**src/rtl/esp_pkg.sv**
```systemverilog
package esp_pkg;

  typedef enum logic [2:0] {
    OP_LD_EOI, OP_LD_GET, OP_LD_SET,
    OP_ST_TRIG, OP_ST_EOI, OP_ST_INJ, OP_BAD
  } esp_op_e;

  typedef struct packed {
    logic       live;
    logic [2:0] spare;
    logic [1:0] esc;
    logic [1:0] ntf;
  } esp_desc_t;

  // {fire, next_pq}: pending/queued coalescing on a new event
  function automatic logic [2:0] pq_trigger(input logic [1:0] pq);
    case (pq)
      2'b00:   return {1'b1, 2'b10};
      2'b10,
      2'b11:   return {1'b0, 2'b11};
      default: return {1'b0, pq};
    endcase
  endfunction

  // {retrigger, next_pq}: completion of a pending event
  function automatic logic [2:0] pq_eoi(input logic [1:0] pq);
    case (pq)
      2'b11:   return {1'b1, 2'b10};
      2'b10:   return {1'b0, 2'b00};
      default: return {1'b0, pq};
    endcase
  endfunction

  function automatic esp_op_e op_of(input logic is_store, input logic [1:0] region);
    case ({is_store, region})
      3'b000, 3'b001: return OP_LD_EOI;
      3'b010:         return OP_LD_GET;
      3'b011:         return OP_LD_SET;
      3'b100:         return OP_ST_TRIG;
      3'b101:         return OP_ST_EOI;
      3'b110:         return OP_ST_INJ;
      default:        return OP_BAD;
    endcase
  endfunction

endpackage

```
**src/rtl/esp_addr_decode.sv**
```systemverilog
module esp_addr_decode
  import esp_pkg::*;
#(
  parameter int SHIFT  = 16,
  parameter int COUNT  = 8,
  parameter int IDX_W  = 3,
  parameter int ADDR_W = 20
) (
  input  logic [ADDR_W-1:0] addr,
  input  logic              is_store,
  input  logic [3:0]        size,
  output logic [IDX_W-1:0]  idx,
  output logic              esc_page,
  output esp_op_e           op,
  output logic [1:0]        set_val,
  output logic              bad
);
  logic [ADDR_W-1:0] idx_wide;
  logic              in_range;
  logic              unused_lo;

  assign idx_wide = addr >> (SHIFT + 1);
  assign idx      = idx_wide[IDX_W-1:0];
  assign in_range = idx_wide < ADDR_W'(COUNT);
  assign esc_page = addr[SHIFT];
  assign op       = op_of(is_store, addr[11:10]);
  assign set_val  = addr[9:8];
  assign bad      = (size != 4'd8) || !in_range || (op == OP_BAD);
  assign unused_lo = ^addr[7:0];

  generate
    if (SHIFT > 12) begin : g_mid
      logic unused_mid;
      assign unused_mid = ^addr[SHIFT-1:12];
    end
  endgenerate
endmodule

```
**src/rtl/esp_state_update.sv**
```systemverilog
module esp_state_update
  import esp_pkg::*;
(
  input  esp_op_e     op,
  input  logic        esc_page,
  input  logic [1:0]  set_val,
  input  esp_desc_t   desc,
  input  logic        miss,
  output esp_desc_t   new_desc,
  output logic [63:0] rdata,
  output logic        err,
  output logic        notify,
  output logic        changed
);
  logic [1:0] pq, npq;
  logic [2:0] step;
  logic       fire, fault, inj_esc, is_load;
  logic [63:0] res;

  assign pq      = esc_page ? desc.esc : desc.ntf;
  assign fault   = miss || !desc.live;
  assign inj_esc = (op == OP_ST_INJ) && esc_page;
  assign is_load = (op == OP_LD_EOI) || (op == OP_LD_GET) || (op == OP_LD_SET);

  always_comb begin
    step = {1'b0, pq};
    res  = '0;
    case (op)
      OP_LD_EOI: begin step = pq_eoi(pq); res = {63'd0, step[2]}; end
      OP_LD_GET: res = {62'd0, pq};
      OP_LD_SET: begin step = {1'b0, set_val}; res = {62'd0, pq}; end
      OP_ST_TRIG: step = pq_trigger(pq);
      OP_ST_EOI:  step = pq_eoi(pq);
      OP_ST_INJ:  step = {1'b1, pq};
      default:    step = {1'b0, pq};
    endcase
  end

  assign npq  = step[1:0];
  assign fire = step[2];
  assign err  = fault || inj_esc;

  always_comb begin
    new_desc = desc;
    if (esc_page) new_desc.esc = npq;
    else          new_desc.ntf = npq;
  end

  assign notify  = fire && !err;
  assign changed = !err && (npq != pq);
  assign rdata   = err ? (is_load ? '1 : '0) : res;
endmodule

```
**src/rtl/esp_mmio_decoder.sv**
```systemverilog
module esp_mmio_decoder
  import esp_pkg::*;
#(
  parameter int COUNT = 8,
  parameter int SHIFT = 16,
  localparam int IDX_W  = (COUNT > 1) ? $clog2(COUNT) : 1,
  localparam int ADDR_W = SHIFT + 1 + IDX_W
) (
  input  logic              clk,
  input  logic              rst_n,
  input  logic              req_valid,
  output logic              req_ready,
  input  logic              req_write,
  input  logic [ADDR_W-1:0] req_addr,
  input  logic [3:0]        req_size,
  output logic              rsp_valid,
  output logic              rsp_err,
  output logic [63:0]       rsp_rdata,
  output logic              ds_rd_req,
  output logic [IDX_W-1:0]  ds_rd_idx,
  input  logic              ds_rd_ack,
  input  logic              ds_rd_miss,
  input  logic [7:0]        ds_rd_data,
  output logic              ds_wr_en,
  output logic [IDX_W-1:0]  ds_wr_idx,
  output logic [7:0]        ds_wr_data,
  output logic              notify_pulse,
  output logic [IDX_W-1:0]  notify_idx
);
  generate
    if (!(SHIFT == 12 || SHIFT == 16)) begin : g_bad_shift
      $error("esp_mmio_decoder: SHIFT must be 12 or 16");
    end
    if (COUNT < 1) begin : g_bad_count
      $error("esp_mmio_decoder: COUNT must be nonzero");
    end
  endgenerate

  typedef enum logic {ST_IDLE, ST_FETCH} state_e;
  state_e state;

  // decode of the incoming access
  logic [IDX_W-1:0] dec_idx;
  logic             dec_esc, dec_err;
  esp_op_e          dec_op;
  logic [1:0]       dec_set;

  // latched access
  logic [IDX_W-1:0] cur_idx;
  logic             cur_esc;
  esp_op_e          cur_op;
  logic [1:0]       cur_set;

  // update results
  esp_desc_t   upd_desc;
  logic [63:0] upd_rdata;
  logic        upd_err, upd_notify, upd_changed;
  logic        accept, finish;

  esp_addr_decode #(
    .SHIFT(SHIFT), .COUNT(COUNT), .IDX_W(IDX_W), .ADDR_W(ADDR_W)
  ) u_dec (
    .addr(req_addr), .is_store(req_write), .size(req_size),
    .idx(dec_idx), .esc_page(dec_esc), .op(dec_op),
    .set_val(dec_set), .bad(dec_err)
  );

  esp_state_update u_upd (
    .op(cur_op), .esc_page(cur_esc), .set_val(cur_set),
    .desc(esp_desc_t'(ds_rd_data)), .miss(ds_rd_miss),
    .new_desc(upd_desc), .rdata(upd_rdata), .err(upd_err),
    .notify(upd_notify), .changed(upd_changed)
  );

  assign req_ready = (state == ST_IDLE);
  assign ds_rd_req = (state == ST_FETCH);
  assign ds_rd_idx = cur_idx;
  assign accept    = req_valid && req_ready;
  assign finish    = ds_rd_req && ds_rd_ack;

  always_ff @(posedge clk) begin
    if (!rst_n) begin
      state        <= ST_IDLE;
      cur_idx      <= '0;
      cur_esc      <= 1'b0;
      cur_op       <= OP_BAD;
      cur_set      <= '0;
      rsp_valid    <= 1'b0;
      rsp_err      <= 1'b0;
      rsp_rdata    <= '0;
      ds_wr_en     <= 1'b0;
      ds_wr_idx    <= '0;
      ds_wr_data   <= '0;
      notify_pulse <= 1'b0;
      notify_idx   <= '0;
    end else begin
      rsp_valid    <= 1'b0;
      ds_wr_en     <= 1'b0;
      notify_pulse <= 1'b0;
      if (accept) begin
        cur_idx <= dec_idx;
        cur_esc <= dec_esc;
        cur_op  <= dec_op;
        cur_set <= dec_set;
        if (dec_err) begin
          rsp_valid <= 1'b1;
          rsp_err   <= 1'b1;
          rsp_rdata <= req_write ? '0 : '1;
        end else begin
          state <= ST_FETCH;
        end
      end
      if (finish) begin
        state        <= ST_IDLE;
        rsp_valid    <= 1'b1;
        rsp_err      <= upd_err;
        rsp_rdata    <= upd_rdata;
        ds_wr_en     <= upd_changed;
        ds_wr_idx    <= cur_idx;
        ds_wr_data   <= upd_desc;
        notify_pulse <= upd_notify;
        notify_idx   <= cur_idx;
      end
    end
  end


  wb_only_on_change_chk: assert property (@(posedge clk) disable iff (!rst_n)
    ds_wr_en |-> ($past(ds_rd_ack) && ds_wr_data != $past(ds_rd_data)));

  wb_clean_rsp_chk: assert property (@(posedge clk) disable iff (!rst_n)
    ds_wr_en |-> (rsp_valid && !rsp_err));

  notify_with_rsp_chk: assert property (@(posedge clk) disable iff (!rst_n)
    notify_pulse |-> (rsp_valid && !rsp_err && notify_idx == ds_rd_idx));

  fetch_idx_stable_chk: assert property (@(posedge clk) disable iff (!rst_n)
    (ds_rd_req && $past(ds_rd_req)) |-> $stable(ds_rd_idx));

  decode_err_no_fetch_chk: assert property (@(posedge clk) disable iff (!rst_n)
    (accept && dec_err) |=> (rsp_valid && rsp_err && !ds_rd_req));

  inject_esc_reject_chk: assert property (@(posedge clk) disable iff (!rst_n)
    (finish && cur_op == OP_ST_INJ && cur_esc) |=> (rsp_err && !notify_pulse));

  get_no_write_chk: assert property (@(posedge clk) disable iff (!rst_n)
    (finish && cur_op == OP_LD_GET) |=> !ds_wr_en);
endmodule

```
**config.mk**
```make
export PLATFORM = sky130hd
export DESIGN_NAME = esp_mmio_decoder
export DESIGN_NICKNAME = d
export VERILOG_FILES = /design/src/rtl/esp_pkg.sv /design/src/rtl/esp_addr_decode.sv /design/src/rtl/esp_state_update.sv /design/src/rtl/esp_mmio_decoder.sv
export SDC_FILE = /design/constraint.sdc
export NUM_CORES = 1
export LEC_CHECK = 0
export ABC_AREA = 1
export BUFFER_PORTS_ARGS = -buffer_cell sky130_fd_sc_hd__buf_2
export CAP_MARGIN = 5
export CORE_ASPECT_RATIO = 2
export CORE_MARGIN = 2
export CORE_UTILIZATION = 41
export DETAILED_ROUTE_END_ITERATION = 12
export GPL_TIMING_DRIVEN = 1
export PLACE_DENSITY = 0.8
export SYNTH_ARGS = -nofsm -noshare
export SYNTH_HDL_FRONTEND = slang
export SYNTH_SLANG_ARGS = --single-unit
```
**constraint.sdc**
```tcl
create_clock -name clk -period 2.04 [get_ports clk]
set_input_delay 0.204 -clock clk [delete_from_list [all_inputs] [get_ports clk]]
set_output_delay 0.204 -clock clk [all_outputs]
set_load 0.1 [all_outputs]
```
* Word level (Yosys, flattened, before mapping) *
Cells that the tools add are included.

word-level totals
  bits in registers = 89
  output and inout bits = 87
  bits of input ports = 38
  word-level logic and storage cells = 79

operators by class
  mux-type cells = 20
  bitwise logic cells = 3
  reductions and logical operators = 27
  eq/ne operators = 16
  $lt $le $gt $ge = 1

operator list
  kind                  count
  $mux W64              6
  $eq A3 B3 Y1 const B  6
  $pmux W3 S6           1
  $eq A3 B2 Y1 const B  4
  $pmux W3 S2           2
  $pmux W3 S4           1
  $reduce_or A2 Y1      5
  $eq A3 B1 Y1 const B  2
  $logic_not A3 Y1      2
  $logic_or A1 B1 Y1    6
  $mux W1               6
  $mux W2               3
  $reduce_and A2 Y1     3
  $logic_and A1 B1 Y1   5
  $eq A2 B2 Y1 const B  2
  $lt A3 B4 Y1 const B  1
  $ne A4 B4 Y1 const B  1
  $pmux W2 S2           1
  $reduce_bool A2 Y1    2
  $logic_not A1 Y1      3
  $not A1 Y1            3
  $logic_not A2 Y1      1
  $ne A2 B2 Y1          1

* Longest topological paths before layout *
  depth in word-level cells = 8
  gate-level depth with buffers = 11
  mapped depth without buffers = 10

* Hierarchy *
A second synthesis with hierarchy kept.

second synthesis, totals
  cell total of the unflattened synthesis = 832
  area total of the unflattened synthesis = 5205.0 µm²

modules (own cells, without submodules)
  module            times used  cells each  seq. area each (µm²)  area an instance (µm²)
  esp_mmio_decoder  1           679         1781.7                4250.3
  esp_state_update  1           134         0.0                   855.8
  esp_addr_decode   1           19          0.0                   98.8

* Least setup slack after synthesis *
Ideal clock, no wire load.

  path kind = reg-to-output
  from = reg rsp_rdata[62] (netlist name)
  to = out rsp_rdata[10]
  data arrival time = 2447 ps
  required time = 1836 ps
  path buffers = 1
  cell stages (with the launch flop) = 2
  slack = -611 ps
  cells stage by stage = dfxtp_1 buf_4

RTL lines
  element        RTL line                RTL
  end, declared  esp_mmio_decoder.sv:18  output logic [63:0] rsp_rdata,

==> results.toml <==
[final_layout]
instances_no_fill = 362
nets = 347
fin_area_mm2 = 0.00203
antenna_cells = 0
synthToLayoutAreaGrowth_pct = 12.5
drive_gt1_share_pct = 42.9

[global_routing]
grt_use_total_pct = 17.2
grt_max_degree = 64
overflow = 0
antenna_found_initial = 0
grt_pass1_wl_mm = 6.53
grt_pass1_vias = 1515

[routing]
num_vias = 1746
drcViolationCount = 0
drtIter0Drc = 26
wirelength_mm = 4.17
drt-pass1-iter-count = 6
post_drt_wl_per_cell_um = 11.5
drtAntennaViolNets = 0
vias_per_cell = 4.82

[power_and_ir_drop]
p_sw_mw = 1.18
switching_share_pct = 56.4
leakage_nw = 1.19
power.internal_mw = 0.915
power_mw = 2.10
seqPwrFrac_pct = 29.0
vdd.ir_drop.worst_mv = 0.617
pwr-share-clk_pct = 19.1
p_comb_share_pct = 51.9
p_per_area_mw_per_mm2 = 1030

[synthesis]
seq_area_frac_synth_pct = 31.1
synth.area.top_cells = "dfxtp_1 (31%), buf_4 (27%), nand2_1 (11%)"
ys_ff_latch = 28
yosys_warnings = 0
synth_top_area_share_pct = 31.1
synthDistinctLibCells = 24
syn-cell-area_mm2 = 0.00180
syn_avg_cell_area_um2 = 7.02
synth_top_cell_by_area = "dfxtp_1"
syn_inst = 257
synth_nets = 295

[clock_tree]
clk_latency_ns = 0.29
postCtsHoldBufs = 0
numCtsBuffers = 3
h-tree-depth = 1
cts_setup_buffers = 0
clock-sinks = 28
cts.path.max_buffers = 2
cts-root-buf = "clkbuf_8"
cts-resized-gates = 0
clk_pin_slew_ns = 0.10
cts_tree = "done"

[timing]
max_freq_ghz = 0.543
rsz0062_at_grt = "false"
fin_tns_setup_ns = 0
period_share_pct = 90.2
drv_slew = 0
tightest_slew_ns = 0.689
hold_slack_ns = 0.149
relSlewSlack_pct = 54.1
finalSetupViolations = 0
skew_ns = 0.00305
hold_viol_final = 0
min_period_ns = 1.84

[critical_path]
rrSetupSlack_ns = 0.47
cp.buffers_inverters = 1
path_cells = "buf_2"
max_stage_delay_ns = 0.79
worstPathRequired_ns = 1.84
cp_data_arrival_time_ns = 1.64
r2r_end = "ds_wr_data[2]"
critPathKind = "flop to output port"
cp_max_fo = 63
cp_top_family = "flip-flops"
worstRegToRegCells = 7
slowest_stage = "dfxtp_2"
timing.rr.start = "cur_esc"
start_kind = "flop"
end_kind = "output port"

[floorplan]
floorplan.initialDensity_pct = 42.0
core-area_mm2 = 0.00430
num_io_pins = 125
row_count = 34
die_h_um = 97.8
die_w_um = 50.9
dieArea_mm2 = 0.00498

[placed_design]
placedCellCount = 358
portBuffers = 112
dp_hpwl_mm = 3.39
placed_area_mm2 = 0.00196
gp_congestion = 0.837

[hold_path]
hold_class = "input pin to flop"
min_from = "ds_rd_data[5]"
min_to = "ds_wr_data[5]"
hold_depth = 3

[status]
status = "complete, no violations"

[run]
drv_cap = 0
==> per-layer routing <==
| metal | up-vias | share of wire (%) | global-route usage [%] |
|---|---|---|---|
| met5 | - | 0 | 0 |
| met4 | 0 | 3.2 | 10.8 |
| met3 | 11 | 8.8 | 2.75 |
| met2 | 114 | 55 | 33.6 |
| met1 | 760 | 33 | 15.0 |
| li1 | 861 | - | - |
==> kinds of logic (layout without fill, tap and decap cells) <==
group	count (synthesis)	count (layout)	synth area share, %
and+or+nand+nor	95	95	23.1
buffers and inverters	92	143	33.4
AOI/OAI and AO/OA	42	42	12.5
DFF	28	28	31.1
==> cells in the mapped netlist <==
library cell  number
clkinv_1           2
or2_2              1
o221ai_1           2
a21oi_1           18
nor3_1             3
dfxtp_1           28
a221oi_1           1
nand2_4            2
o211ai_1           1
buf_4             64
nand2_2            3
inv_8              1
clkbuf_1           3
a31oi_1            1
nand4_1            2
inv_1             19
nand3_2            1
buf_6              1
nand3_1           16
buf_2              1
nor2_1            16
o21ai_0           19
inv_2              1
nand2_1           51
==> power groups by stage <==
stage / clock (mW) / sequential [mW] / combinational [mW]
4_1_cts: 0.396 / 0.608 / 1.09
3_5_place_dp: 0 / 0.620 / 1.09
3_3_place_gp: 0 / 0.618 / 1.08
2_1_floorplan: 0 / 0.715 / 0.975
5_1_grt: 0.421 / 0.613 / 1.12
6_report: 0.402 / 0.608 / 1.09
==> cells in the final DEF (no fill, tap or decap), drive strengths merged <==
master	synthesis	routed
a21oi	18	18
buf	66	116
nor2	16	16
dfxtp	28	28
nor3	3	3
nand4	2	2
clkinvlp	0	1
a221oi	1	1
clkinv	2	2
o211ai	1	1
inv	21	20
nand3	17	17
nand2	56	56
or2	1	1
o221ai	2	2
clkbuf	3	4
a31oi	1	1
o21ai	19	19
==> tightest hold or removal path, cell delays in order <==
cell and delay (ns):
buf_2 0.10, nand2_1 0.05, a21oi_1 0.05
==> cell type report <==
cell class	instances	area, µm²
Fill cell	446	2270
Sequential cell	28	566
Tap cell	54	67.6
Inverter	23	97.6
Timing Repair Buffer	116	591
Multi-Input combinational cell	137	642
Clock buffer	4	66.3
==> stage by stage <==
| step | utilization [%] | setup WS [ns] |
|---|---|---|
| finish | 47.2 | 0.200 |
| global route | 47.2 | 0.0835 |
| CTS | 47.2 | 0.179 |
| detailed placement | 45.7 | 0.496 |
| global placement | 45.7 | 0.522 |
| floorplan | - | 0.171 |
==> worst max path at each step <==
stage | startpoint | endpoint | slack [ns] | cells after the start
detailed placement | rsp_rdata[62] | rsp_rdata[11] | 0.50 | 1
global route | rsp_rdata[62] | rsp_rdata[11] | 0.08 | 1
CTS | rsp_rdata[62] | rsp_rdata[11] | 0.18 | 1
global placement | cur_esc | ds_wr_data[3] | 0.52 | 7
finish | rsp_rdata[62] | rsp_rdata[11] | 0.20 | 1
floorplan | ds_rd_req | rsp_err | 0.17 | 7
==> sequential cells by signal, summed over array words and instances (netlist names) <==
name,count
ds_rd_idx,3
rsp_err,1
cur_esc,1
ds_rd_req,1
notify_idx,3
cur_set,2
rsp_rdata,3
notify_pulse,1
cur_op,3
ds_wr_data,8
rsp_valid,1
ds_wr_en,1
(Power assumes the default switching activity.)
